### src/rtl/pwm_stag_pkg.sv
package pwm_stag_pkg;

    localparam int unsigned NUM_CH = 4;
    localparam int unsigned DUTY_W = 8;
    localparam int unsigned SEL_W  = 2;

    // Per-channel output state: pin held low or released
    typedef enum logic [0:0] {
        CH_LOW  = 1'b0,
        CH_HIGH = 1'b1
    } ch_state_e;

endpackage

### src/rtl/pwm_stag_prescale.sv
module pwm_stag_prescale #(
    parameter int unsigned SEL_W = 2
) (
    input  logic             clk,
    input  logic             rst_n,
    input  logic [SEL_W-1:0] sel,
    output logic             tick
);

    // Largest divide is 2**DIV_W, reached with sel = 0
    localparam int unsigned DIV_W = (1 << SEL_W) - 1;

    logic [DIV_W-1:0] div_q;
    logic [DIV_W-1:0] mask;

    always_ff @(posedge clk or negedge rst_n) begin
        if (!rst_n) begin
            div_q <= '0;
        end else begin
            div_q <= div_q + 1'b1;
        end
    end

    // Each step of sel halves the divide ratio
    always_comb begin
        mask = {DIV_W{1'b1}} >> sel;
        tick = ((div_q & mask) == mask);
    end

endmodule

### src/rtl/pwm_stag_counter.sv
module pwm_stag_counter #(
    parameter int unsigned CNT_W = 8
) (
    input  logic             clk,
    input  logic             rst_n,
    input  logic             tick,
    output logic [CNT_W-1:0] cnt
);

    logic [CNT_W-1:0] cnt_q;

    always_ff @(posedge clk or negedge rst_n) begin
        if (!rst_n) begin
            cnt_q <= '0;
        end else if (tick) begin
            cnt_q <= cnt_q + 1'b1;
        end
    end

    assign cnt = cnt_q;

endmodule

### src/rtl/pwm_stag_channel.sv
module pwm_stag_channel
    import pwm_stag_pkg::*;
#(
    parameter int unsigned DUTY_W_P = 8,
    parameter int unsigned CH_IDX   = 0
) (
    input  logic                clk,
    input  logic                rst_n,
    input  logic                tick,
    input  logic [DUTY_W_P-1:0] cnt,
    input  logic                wr,
    input  logic [DUTY_W_P-1:0] duty_new,
    output logic [DUTY_W_P-1:0] duty_act,
    output logic                pd
);

    localparam logic [DUTY_W_P-1:0] SLOT = DUTY_W_P'(CH_IDX);

    ch_state_e           state_q, state_d;
    logic [DUTY_W_P-1:0] hold_q;
    logic [DUTY_W_P-1:0] act_q, act_d;
    logic [DUTY_W_P-1:0] cnt_nxt;
    logic [DUTY_W_P-1:0] phase_nxt;
    logic                start;
    logic                in_pulse;

    // Holding register: loaded by the write strobe
    always_ff @(posedge clk or negedge rst_n) begin
        if (!rst_n) begin
            hold_q <= '0;
        end else if (wr) begin
            hold_q <= duty_new;
        end
    end

    // Working duty changes only when this channel's period begins
    always_comb begin
        cnt_nxt   = cnt + 1'b1;
        start     = tick && (cnt_nxt == SLOT);
        act_d     = start ? hold_q : act_q;
        phase_nxt = cnt_nxt - SLOT;
        in_pulse  = (phase_nxt < act_d);
    end

    always_ff @(posedge clk or negedge rst_n) begin
        if (!rst_n) begin
            act_q <= '0;
        end else begin
            act_q <= act_d;
        end
    end

    // Next-state logic
    always_comb begin
        state_d = state_q;
        if (tick) begin
            unique case (state_q)
                CH_LOW:  if (in_pulse)  state_d = CH_HIGH; // rise
                CH_HIGH: if (!in_pulse) state_d = CH_LOW;  // fall
                default: state_d = CH_LOW;
            endcase
        end
    end

    // State register
    always_ff @(posedge clk or negedge rst_n) begin
        if (!rst_n) begin
            state_q <= CH_LOW;
        end else begin
            state_q <= state_d;
        end
    end

    // Outputs
    always_comb begin
        pd       = (state_q != CH_HIGH);
        duty_act = act_q;
    end

endmodule

### src/rtl/pwm_stag_dac.sv
module pwm_stag_dac
    import pwm_stag_pkg::*;
#(
    parameter int unsigned CH_N  = NUM_CH,
    parameter int unsigned DW    = DUTY_W,
    parameter int unsigned SW    = SEL_W
) (
    input  logic             clk,
    input  logic             rst_n,
    input  logic [SW-1:0]    div_sel,
    input  logic             duty_wr,
    input  logic [CH_N*DW-1:0] duty_in,
    output logic [CH_N-1:0]  pd_en
);

    logic              tick_w;
    logic [DW-1:0]     cnt_w;
    logic [CH_N*DW-1:0] act_w;

    pwm_stag_prescale #(.SEL_W(SW)) u_pre (
        .clk   (clk),
        .rst_n (rst_n),
        .sel   (div_sel),
        .tick  (tick_w)
    );

    pwm_stag_counter #(.CNT_W(DW)) u_cnt (
        .clk   (clk),
        .rst_n (rst_n),
        .tick  (tick_w),
        .cnt   (cnt_w)
    );

    for (genvar g = 0; g < CH_N; g++) begin : g_ch
        pwm_stag_channel #(.DUTY_W_P(DW), .CH_IDX(g)) u_ch (
            .clk      (clk),
            .rst_n    (rst_n),
            .tick     (tick_w),
            .cnt      (cnt_w),
            .wr       (duty_wr),
            .duty_new (duty_in[g*DW +: DW]),
            .duty_act (act_w[g*DW +: DW]),
            .pd       (pd_en[g])
        );
    end

endmodule

### config.mk
export PLATFORM = sky130hd
export DESIGN_NAME = pwm_stag_dac
export DESIGN_NICKNAME = d
export VERILOG_FILES = /design/src/rtl/pwm_stag_pkg.sv /design/src/rtl/pwm_stag_prescale.sv /design/src/rtl/pwm_stag_counter.sv /design/src/rtl/pwm_stag_channel.sv /design/src/rtl/pwm_stag_dac.sv
export SDC_FILE = /design/constraint.sdc
export NUM_CORES = 1
export LEC_CHECK = 0
export BUFFER_PORTS_ARGS = -buffer_cell sky130_fd_sc_hd__buf_2
export CAP_MARGIN = 20
export CELL_PAD_IN_SITES_DETAIL_PLACEMENT = 2
export CELL_PAD_IN_SITES_GLOBAL_PLACEMENT = 2
export CORE_MARGIN = 4
export CORE_UTILIZATION = 44
export DETAILED_ROUTE_END_ITERATION = 10
export GPL_ROUTABILITY_DRIVEN = 0
export PLACE_DENSITY_LB_ADDON = 0.1
export SLEW_MARGIN = 10
export SYNTH_ARGS = -nofsm -noshare
export SYNTH_HDL_FRONTEND = slang
export SYNTH_SLANG_ARGS = --single-unit
### constraint.sdc
create_clock -name clk -period 7.3 [get_ports clk]
set_input_delay 1.095 -clock clk [delete_from_list [all_inputs] [get_ports clk]]
set_output_delay 1.095 -clock clk [all_outputs]
set_load 0.005 [all_outputs]
==> metrics.yaml <==
worst_setup_path:
  cp.depth: 12
  crit_family: "compound AO/OA/AOI/OAI gates"
  critical_path_class: "reg2reg"
  critPathBufInv: 0
  required_ns: 7.57
  cp_max_fo: 14
  rr_worst_depth: 12
  reg2reg_slack_ns: 2.76
  critPathArrivalTime_ns: 4.81
  cpPeakStageDelay_ns: 0.63
  start_kind: "flop"
  path_cells: "ha_1 -> and3_4 -> or4_4 -> a2111o_4 -> nor2_8 -> mux2i_1 -> ha_1 -> a21o_1 -> a21o_1 -> a2111oi_0 -> o32ai_1 -> a31oi_1"
  crit_path_end_kind: "flop"
  cpMaxStageDelayCell: "a2111o_4"
route:
  totalWireLength_mm: 11.9
  wl_met2_mm: 6.08
  met1_length_mm: 5.28
  first_pass_iters: 4
  drtIter0Drc: 108
  vias_per_cell: 5.69
  top_layer: "met4"
  vias: 3273
  drc: 0
  routedWlPerCell_um: 20.7
  wl_met3_um: 264
  detail-route-antenna-nets: 0
die:
  fp-row-count: 37
  die-area_sq_mm: 0.0126
  die_h_um: 112
  core_area_sq_mm: 0.0104
  initial_utilization: 0.457
  io_pins: 41
  die_x_um: 112
layout:
  antenna_cells: 0
  num-nets-final: 508
  num-fill-cells: 1067
  post-route-cell-area_sq_mm: 0.00523
  finalNonFillerCells: 575
  area_growth_pct: 9.80
  drive_gt1_frac: 0.289
  utilization: 0.502
placement:
  dp_hpwl_mm: 8.27
  placement.io_buffers: 40
  dp_cells: 558
  placed_area_sq_mm: 0.00497
logic_synthesis:
  yosys.area.top_type: "dfrtp_1"
  synth_edf_count: 0
  synth_top_area_share: 0.415
  ys.flop_type: "dfrtp_1"
  syn_nets: 474
  ys_types: 49
  synth_most_common_cell: "dfrtp_1"
  ys_warn_count: 0
  async_flop_share: 1.00
  ys_seq_area_frac: 0.415
  ys_ff_latch: 79
  yosys-top-cells-area: "dfrtp_1 (42%), mux2_2 (12%), ha_1 (9.7%), mux2i_1 (6.1%), xnor2_1 (4.0%)"
  synthCells: 400
  yosys-top-cells-count: "dfrtp_1 (79), mux2_2 (49), ha_1 (37)"
  syn-cell-area_sq_mm: 0.00476
  synth.avg_cell_area_sq_um: 11.9
global_route:
  grt_start_max_net_pins: 80
  track_usage: 0.198
  antenna_found_initial: 0
  grt_pass1_vias: 3792
  grt_overflow: 0
  grt_pass1_wl_mm: 19.7
clock_tree:
  numCtsBuffers: 9
  clk_pin_slew_worst_paths_ns: 0.09
  clock_path_buffers: 2
  cts.sinks: 79
  cts_tree: "done"
  post_cts_buffers: 0
  cts.repair.resized: 0
  clk_latency_ns: 0.36
  root_buffer: "clkbuf_8"
  htree_levels: 3
  cts_hold_buf: 0
sta:
  fin_skew_ns: 0.0103
  period_share: 0.623
  fin_crit_ns: 4.54
  worst_pin_slew_ns: 0.904
  fmax_mhz: 220
  slew_headroom: 0.395
  hold_viol: 0
  drv_slew: 0
  rsz0062_at_grt: "no"
  setup_viol: 0
  finalSetupTns_ns: 0
power_and_ir_drop:
  p_leak_nw: 2.39
  ir_drop_v: 0.000139
  p_per_area_mw_per_mm2: 424
  finalPower_mw: 2.22
run_status:
  outcome: "complete, no violations"
worst_hold_path:
  hold_depth: 1
  min-delay-path-class: "reg2reg"
job:
  cap_violations: 0
-- path summary, 6_finish.rpt --
path                                start                  endpoint
setup / recovery             u_cnt.cnt[0]      g_ch[1].u_ch.state_q
hold / removal             u_pre.div_q[2]            u_pre.div_q[2]
setup reg to reg             u_cnt.cnt[0]      g_ch[1].u_ch.state_q
hold reg to reg            u_pre.div_q[2]            u_pre.div_q[2]
max in group asynchronous           rst_n  g_ch[0].u_ch.duty_act[5]
min in group asynchronous           rst_n  g_ch[3].u_ch.duty_act[4]
-- per-stage QoR --
stage                     worst slack (ns)  hold WS [ns]
final                                 2.76         0.485
after CTS                             2.84         0.486
after detailed placement              3.02         0.473
after global routing                  2.62         0.503
after global placement                3.22         0.464
after floorplan                       3.58         0.443
-- final cells by class --
type,count,area [sq um],share of cell area
repair buffers,43,238,0.0455
well taps,136,170,0.0325
clock inverters,3,90.1,0.0172
multi-input cells,287,2550,0.488
clock buffers,13,149,0.0285
flip-flops and latches,79,1980,0.378
inverters,14,52.6,0.0100
-- layer usage --
| layer | GRT usage | vias to the layer above |
|---|---|---|
| met5 | 0 | - |
| met4 | 0.0793 | 0 |
| met3 | 0.0259 | 21 |
| met2 | 0.343 | 54 |
| met1 | 0.250 | 1685 |
| li1 | - | 1513 |
-- worst register-to-register path: stages, from the launching register on --
cell	delay, ns
dfrtp_1	0.57
ha_1	0.43
and3_4	0.21
or4_4	0.47
a2111o_4	0.63
nor2_8	0.28
mux2i_1	0.24
ha_1	0.28
a21o_1	0.20
a21o_1	0.17
a2111oi_0	0.55
o32ai_1	0.19
a31oi_1	0.22
-- cells in the final DEF, fill, tap and decap left out, types with 9 or more instances in the layout --
| cell type | count |
|---|---|
| buf_2 | 39 |
| clkbuf_8 | 10 |
| dfrtp_1 | 79 |
| ha_1 | 37 |
| inv_1 | 14 |
| mux2_2 | 49 |
| mux2_4 | 9 |
| mux2i_1 | 29 |
| nand2_1 | 15 |
| nand3_1 | 10 |
| nor2_1 | 20 |
| nor3_1 | 9 |
| o21ai_0 | 12 |
| xnor2_1 | 22 |
-- state kept, by name, indices dropped and copies added, names as in the netlist --
name / flops
g_ch.u_ch.duty_act: 32
g_ch.u_ch.hold_q: 32
u_cnt.cnt: 8
g_ch.u_ch.state_q: 4
u_pre.div_q: 3
-- power breakdown --
group	switching, mW	leakage, nW	internal, mW
clock	0.164	0.118	0.237
sequential	0.101	1.00	0.534
combinational	0.667	1.27	0.511
total	0.933	2.39	1.28
-- kinds of logic after synthesis --
kind of cell / share of synthesized area
muxes: 0.212
xor gates and xnor gates: 0.0515
and+or+nand+nor: 0.0982
DFF: 0.415
buffers and inverters: 0.0489
AOI/OAI and AO/OA: 0.0770
adders and majority gates: 0.0972
Power figures use the tool's default switching activity.
